File: src/rtl/i2s_codec_link.sv
module i2s_codec_link #(
  parameter int MCLK_HZ   = 12000000,
  parameter int SAMPLE_HZ = 8000,
  parameter int PRE_BITS  = 1,
  parameter int WORD_BITS = 16
) (
  input  logic                 clk_i,
  input  logic                 rst_ni,
  input  logic [WORD_BITS-1:0] pcm_outl_i,
  input  logic [WORD_BITS-1:0] pcm_outr_i,
  output logic [WORD_BITS-1:0] pcm_inl_o,
  output logic [WORD_BITS-1:0] pcm_inr_o,
  output logic                 mclk_o,
  output logic                 lrclk_o,
  output logic                 bclk_o,
  output logic                 dout_o,
  input  logic                 din_i
);

  localparam int HALF_CLKS = MCLK_HZ / SAMPLE_HZ;
  localparam int SLOT_BITS = PRE_BITS + WORD_BITS;
  localparam int BIT_HALF  = HALF_CLKS / (2 * SLOT_BITS);
  localparam int CW        = $clog2(HALF_CLKS);
  localparam int NW        = $clog2(SLOT_BITS);

  localparam logic [CW-1:0] CNT_END  = CW'(HALF_CLKS - 1);
  localparam logic [CW-1:0] BIT_END  = CW'(2 * BIT_HALF - 1);
  localparam logic [CW-1:0] RISE_AT  = CW'(BIT_HALF - 1);
  localparam logic [CW-1:0] HIGH_AT  = CW'(BIT_HALF);
  localparam logic [NW-1:0] LAST_BIT = NW'(SLOT_BITS - 1);
  localparam logic [NW-1:0] WORD_AT  = NW'(PRE_BITS);

  logic [CW-1:0]        slot_cnt, phase;
  logic [NW-1:0]        bit_idx;
  logic                 lr, mclk;
  logic [SLOT_BITS-1:0] tx_sh;
  logic [WORD_BITS-1:0] rx_sh;

  wire slot_end  = slot_cnt == CNT_END;
  wire bit_end   = (phase == BIT_END) && (bit_idx != LAST_BIT);
  wire rise_next = (phase == RISE_AT) && !slot_end;

  assign mclk_o  = mclk;
  assign lrclk_o = lr;
  assign bclk_o  = phase >= HIGH_AT;
  assign dout_o  = tx_sh[SLOT_BITS-1];

  always_ff @(posedge clk_i or negedge rst_ni) begin
    if (!rst_ni) begin
      mclk     <= 1'b0;
      lr       <= 1'b0;
      slot_cnt <= '0;
      phase    <= '0;
      bit_idx  <= '0;
      tx_sh    <= '0;
    end else begin
      mclk <= ~mclk;
      if (slot_end) begin
        slot_cnt <= '0;
        phase    <= '0;
        bit_idx  <= '0;
        lr       <= ~lr;
        tx_sh    <= SLOT_BITS'(lr ? pcm_outl_i : pcm_outr_i);
      end else begin
        slot_cnt <= slot_cnt + CW'(1);
        if (bit_end) begin
          phase   <= '0;
          bit_idx <= bit_idx + NW'(1);
          tx_sh   <= tx_sh << 1;
        end else begin
          phase <= phase + CW'(1);
        end
      end
    end
  end

  always_ff @(posedge clk_i or negedge rst_ni) begin
    if (!rst_ni) begin
      rx_sh     <= '0;
      pcm_inl_o <= '0;
      pcm_inr_o <= '0;
    end else if (rise_next) begin
      if (bit_idx >= WORD_AT)
        rx_sh <= {rx_sh[WORD_BITS-2:0], din_i};
      if (bit_idx == LAST_BIT) begin
        if (lr) pcm_inr_o <= {rx_sh[WORD_BITS-2:0], din_i};
        else    pcm_inl_o <= {rx_sh[WORD_BITS-2:0], din_i};
      end
    end
  end


  lr_edge_on_fall_chk: assert property (@(posedge clk_i) disable iff (!rst_ni)
    (lrclk_o != $past(lrclk_o)) |-> $fell(bclk_o));


  dout_on_fall_chk: assert property (@(posedge clk_i) disable iff (!rst_ni)
    (dout_o != $past(dout_o)) |-> $fell(bclk_o));


  slot_fits_chk: assert property (@(posedge clk_i) disable iff (!rst_ni)
    $rose(lrclk_o) |-> ($past(bit_idx) == LAST_BIT));


  left_commit_chk: assert property (@(posedge clk_i) disable iff (!rst_ni)
    (pcm_inl_o != $past(pcm_inl_o)) |-> ($rose(bclk_o) && !lrclk_o));


  right_commit_chk: assert property (@(posedge clk_i) disable iff (!rst_ni)
    (pcm_inr_o != $past(pcm_inr_o)) |-> ($rose(bclk_o) && lrclk_o));


  mclk_toggle_chk: assert property (@(posedge clk_i) disable iff (!rst_ni)
    $rose(lrclk_o) |-> (mclk_o == $past(mclk_o, 2)));

endmodule

File: config.mk
export PLATFORM = sky130hd
export DESIGN_NAME = i2s_codec_link
export DESIGN_NICKNAME = d
export VERILOG_FILES = /design/src/rtl/i2s_codec_link.sv
export SDC_FILE = /design/constraint.sdc
export NUM_CORES = 1
export LEC_CHECK = 0
export ABC_AREA = 0
export BUFFER_PORTS_ARGS = -buffer_cell sky130_fd_sc_hd__buf_2
export CAP_MARGIN = 0
export CORE_MARGIN = 1
export CORE_UTILIZATION = 53
export DETAILED_ROUTE_END_ITERATION = 16
export GPL_ROUTABILITY_DRIVEN = 0
export GPL_TIMING_DRIVEN = 1
export PLACE_DENSITY_LB_ADDON = 0.25
export SLEW_MARGIN = 20
export SYNTH_ARGS = -nofsm -noshare
export SYNTH_HDL_FRONTEND = slang
export SYNTH_SLANG_ARGS = --single-unit
export TNS_END_PERCENT = 30
File: constraint.sdc
create_clock -name clk_i -period 2.9 [get_ports clk_i]
set_input_delay 0.58 -clock clk_i [delete_from_list [all_inputs] [get_ports clk_i]]
set_output_delay 0.58 -clock clk_i [all_outputs]
set_load 0.1 [all_outputs]
# --- Word level (Yosys, flattened, before mapping) ---
# Index checks and enable logic that the tools add are counted.
word_totals:
  reg_bits: 93
  in_bits: 35
  output_inout_bits: 36
  elab_cells: 36
op_classes:
  addsub: 3
  order_cmp: 2
  n_eq_ne: 5
  n_mux: 8
  bitwise: 2
  reduce_logical: 7
ops:
  columns: ["operator", "count"]
  rows:
  - ["2-to-1 mux 17 bit", 2]
  - ["2-to-1 mux 11 bit", 3]
  - ["adder 11 x 1 -> 11 bit, second input constant", 2]
  - ["2-to-1 mux 16 bit", 1]
  - ["equality test 11 bit, second input constant", 1]
  - ["equality test 11 x 6 -> 1 bit, second input constant", 1]
  - ["equality test 11 x 7 -> 1 bit, second input constant", 1]
  - [">= comparator 11 x 6 -> 1 bit, second input constant", 1]
  - ["2-to-1 mux 5 bit", 2]
  - ["AND reduction 3 bit", 2]
  - ["adder 5 x 1 -> 5 bit, second input constant", 1]
  - ["equality test 5 bit, second input constant", 1]
  - [">= comparator 5 x 1 -> 1 bit, second input constant", 1]
  - ["!= test 5 bit, second input constant", 1]
  - ["logical AND 1 bit", 2]
  - ["inverter 1 bit", 2]
  - ["AND reduction 2 bit", 1]
  - ["nonzero test 2 bit", 1]
  - ["zero test 1 bit", 1]

# --- Depth between registers and ports, before layout ---
depth:
  ltp_word: 4
  depth_mapped: 8

# --- Worst setup path before layout ---
# OpenSTA, ideal clock, no wires.
synth_timing:
  path_kind: "flip-flop to flip-flop"
  start: "register phase[8]"
  end: "register pcm_inl_o[10]"
  setup_ns: 0.125
  arrival_ns: 2.057
  required_time_ns: 2.775
  slack_ns: 0.717
  stages_incl_launch_ff: 7
  period_less_slack_ns: 2.183
  cell_sequence: "dfrtp_1 -> or4_4 -> nor4_4 -> and4bb_2 -> buf_4 -> buf_6 -> mux2_2"
synth_between:
  elab_chain_cells: 3
synth_rtl:
  columns: ["item", "line", "rtl"]
  rows:
  - ["start: declaration", "33", "logic [CW-1:0] slot_cnt, phase;"]
  - ["start signal: assignment", "71", "phase <= phase + CW'(1);"]
  - ["equality test 11 x 6 -> 1 bit", "41", "wire rise_next = (phase == RISE_AT) && !slot_end;"]
  - ["logical AND 1 bit", "41", null]
  - ["AND reduction 3 bit (no line)", null, null]
  - ["end signal: assignment", "87", "else pcm_inl_o <= {rx_sh[WORD_BITS-2:0], din_i};"]
  - ["end: declaration", "11", "output logic [WORD_BITS-1:0] pcm_inl_o,"]
# No other way between the ends.
# A chain may end at the register's enable or synchronous reset.

# --- Worst setup path after layout ---
layout_timing:
  start: "register phase[8]"
  end: "register pcm_inl_o[5]"
# The elaborated chain is that of the path after synthesis.

==> summary.md <==
| Metric | Value |
|---|---|
| Met2 WL | `around 3.5 mm` |
| Largest net degree at the start of global routing | `62` |
| Metal1 wirelength | `around 3.6 mm` |
| CP max-delay cell | `and4bb_2` |
| EDFF count, synth | `0` |
| CP arrival | `2680 ps` |
| Critical Path Source Type | `register` |
| ANT nets after route | `0` |
| RSZ-0062 raised after global routing | `no` |
| Met3 WL | `roughly 220 um` |
| Die Ht | `91.0 um` |
| Crit. End Element | `register` |
| Asr flop ratio synth | `100%` |
| Simple-gate share of the synthesized area | `13.1%` |
| Initial antenna violation count | `0` |
| Share of layout cells above drive strength 1 | `between 30% and 40%` |
| DR vias | `2764` |
| LEAKAGE | `2.50 nW` |
| CTS max path bufs | `2` |
| Synth top area share | `around 55%` |
| Vias in the first global route | `2644` |
| Row count | `32` |
| Top Metal Used | `met4` |
| HPWL Detailed | `5.12 mm` |
| Die W | `roughly 91 um` |
| First-pass DRT Iterations | `4` |
| Syn Area/Cell | `between 10 and 15 um^2` |
| Port Buffer Count | `70` |
| Top post-synthesis cells by area | `dfrtp_1 (55%), mux2_2 (13%), mux2i_1 (4.5%), a211oi_1 (2.7%), nor2b_1 (2.4%)` |
| Post-Route WL | `7.40 mm` |
| Total CTS buffers | `9` |
| Worst-skew pair later-pin latency | `360 ps` |
| # DRC | `0` |
| Total power | `0.00226 W` |
| Crit-path cells | `or4_4, nor4_4, and4bb_2, mux2_2` |
| Max Transition Viols Final | `0` |
| Slowest stage delay, CP | `620 ps` |
| H-tree levels | `3` |
| Slew HR | `roughly 64%` |
| CP Max Fanout | `16` |
| Cell count after synthesis | `341` |
| Post-Layout Cell Count | `between 500 and 600` |
| Fmax | `around 400 MHz` |
| PostCTS Resize Cnt | `0` |
| Type of the worst setup path | `reg2reg` |
| CTS Sinks | `93` |
| Main combinational cell family by area after synthesis | `multiplexers` |
| Pwr per Cell Area | `approximately 470 nW/um^2` |
| Worst vdd ir | `between 200 and 300 uV` |
| Proportion of synthesized area in mux cells | `17.2%` |
| Clk pin slew, worst setup/hold paths | `about 100 ps` |
| Yosys synthesis warning count | `0` |
| Total GRT Usage | `19.7%` |
| Final setup fails | `0` |
| Die area | `8270 um^2` |
| Run status | `finished, final reports clean` |
| Via density | `5.35` |
| CTS Root Cell | `clkbuf_8` |
| Post-Synth XOR/XNOR Area | `3.76%` |
| Grt ovf | `0` |
| Largest area contributor in the netlist | `dfrtp_1` |
| Worst-Margin Slew | `532 ps` |
| NumNets Final | `453` |
| Fin crit share | `84.1%` |
| Initial core utilization | `54.6%` |
| Layout Area Growth over Synthesis | `15.2%` |
| Diode count | `0` |
| WP data required | `approximately 3100 ps` |
| Register area share after synthesis | `55.5%` |
| DRT iter0 DRCs | `around 110` |
| Primary FF master, synth | `dfrtp_1` |
| Post-layout min period | `2440 ps` |
| Cts hold-fix bufs | `0` |
| Clock Skew | `12.6 ps` |
| Synth Area in Adders | `2.09%` |
| Yosys cell types | `39` |
| Setup TNS | `0 ps` |
| Final Hold Fails | `0` |
| Syn nets | `383` |
| Dpl cells | `502` |
| Max Cap Viol | `0` |
| Hold WC Path Type | `in2async` |
| Post-CTS setup buffer count | `0` |
| First-pass GRT wire length | `about 13 mm` |
| WL/cell | `14.3 um` |
| Synth Area in Compound Gates | `5.76%` |
| Core box area | `7690 um^2` |
| CTS tree | `done` |
| Post-Syn Area | `about 4200 um^2` |
| #FFs+latches synth | `93` |
| IO Pins | `71` |
-- routing by layer --
| metal | vias to the layer above | track usage [%] |
|---|---|---|
| li1 | 1336 | - |
| met1 | 1358 | 27.5 |
| met2 | 59 | 31.5 |
| met3 | 11 | 2.51 |
| met4 | 0 | 7.54 |
| met5 | - | 0 |
-- power breakdown --
group	internal (W)	switching, W
combinational	0.0000338	0.0000440
sequential	0.00131	0.00000700
clock	0.000401	0.000464
total	0.00174	0.000515
-- sequential cells by signal, summed over array words and instances, names as in the netlist, 5 cells and up --
signal	flops
rx_sh	15
phase	11
tx_sh	17
bit_idx	5
pcm_inr_o	16
slot_cnt	11
pcm_inl_o	16
-- synthesized netlist by cell type (all sizes together), types with 4 or more instances --
cell type	number
xnor2	7
o21ai	6
dfrtp	93
nor2	23
clkbuf	8
mux2	47
mux2i	19
and3	5
buf	8
nand4	4
ha	7
inv	7
or3	4
nor4	4
nand2	14
a21oi	18
xor2	11
nand3	9
nor2b	16
a211oi	15
-- area by class of cell --
type                    count  area (um^2)
well taps                 102          128
clock inverters             6         71.3
flip-flops and latches     93         2330
fillers                   625         2850
repair buffers             75          403
inverters                   7         26.3
multi-input cells         225         1750
clock buffers               9          124
-- logic make-up (layout without fill, tap and decap cells) --
kind of cell	Yosys count	count (layout)
simple gates	94	94
compound gates	40	40
flops	93	93
mux	66	66
fa+ha+maj	7	7
xor+xnor	18	18
buf+inv	23	97
-- path summary, 6_finish.rpt --
check                               end  slack (ps)      from  depth (start not counted)
setup / recovery           pcm_inl_o[5]         460  phase[8]                          4
hold / removal                 rx_sh[2]         160    rst_ni                          1
setup reg to reg           pcm_inl_o[5]         460  phase[8]                          4
hold reg to reg                  mclk_o         430    mclk_o                          1
max in group asynchronous   slot_cnt[2]        2090    rst_ni                          2
min in group clk_i               mclk_o         430    mclk_o                          1
-- worst max-delay path: cells and delay by family (launching register included) --
| family | cells | cell delay [ps] |
|---|---|---|
| AND/OR/NAND/NOR | 3 | 1490 |
| flip-flops | 1 | 420 |
| multiplexers | 1 | 410 |
-- cell usage in the layout, fill, tap and decap left out, drive strengths merged, types with 4 or more instances in the layout --
cell	synthesis	layout
dfrtp	93	93
buf	8	75
mux2	47	47
nor2	23	23
mux2i	19	19
a21oi	18	18
nor2b	16	16
a211oi	15	15
nand2	14	14
xor2	11	11
clkbuf	8	9
nand3	9	9
inv	7	9
xnor2	7	7
ha	7	7
o21ai	6	6
and3	5	5
nand4	4	4
or3	4	4
nor4	4	4
-- per-stage QoR --
step	instance area, um^2	util (%)	hold WS (ps)	worst slack [ps]
3_3_place_gp	4640	60.3	402	563
2_1_floorplan	4190	-	284	717
4_1_cts	4830	62.9	169	477
3_5_place_dp	4640	60.3	411	498
5_1_grt	4830	62.9	190	381
6_report	4830	62.9	159	462
No activity file was read; power rests on OpenSTA's default activity.
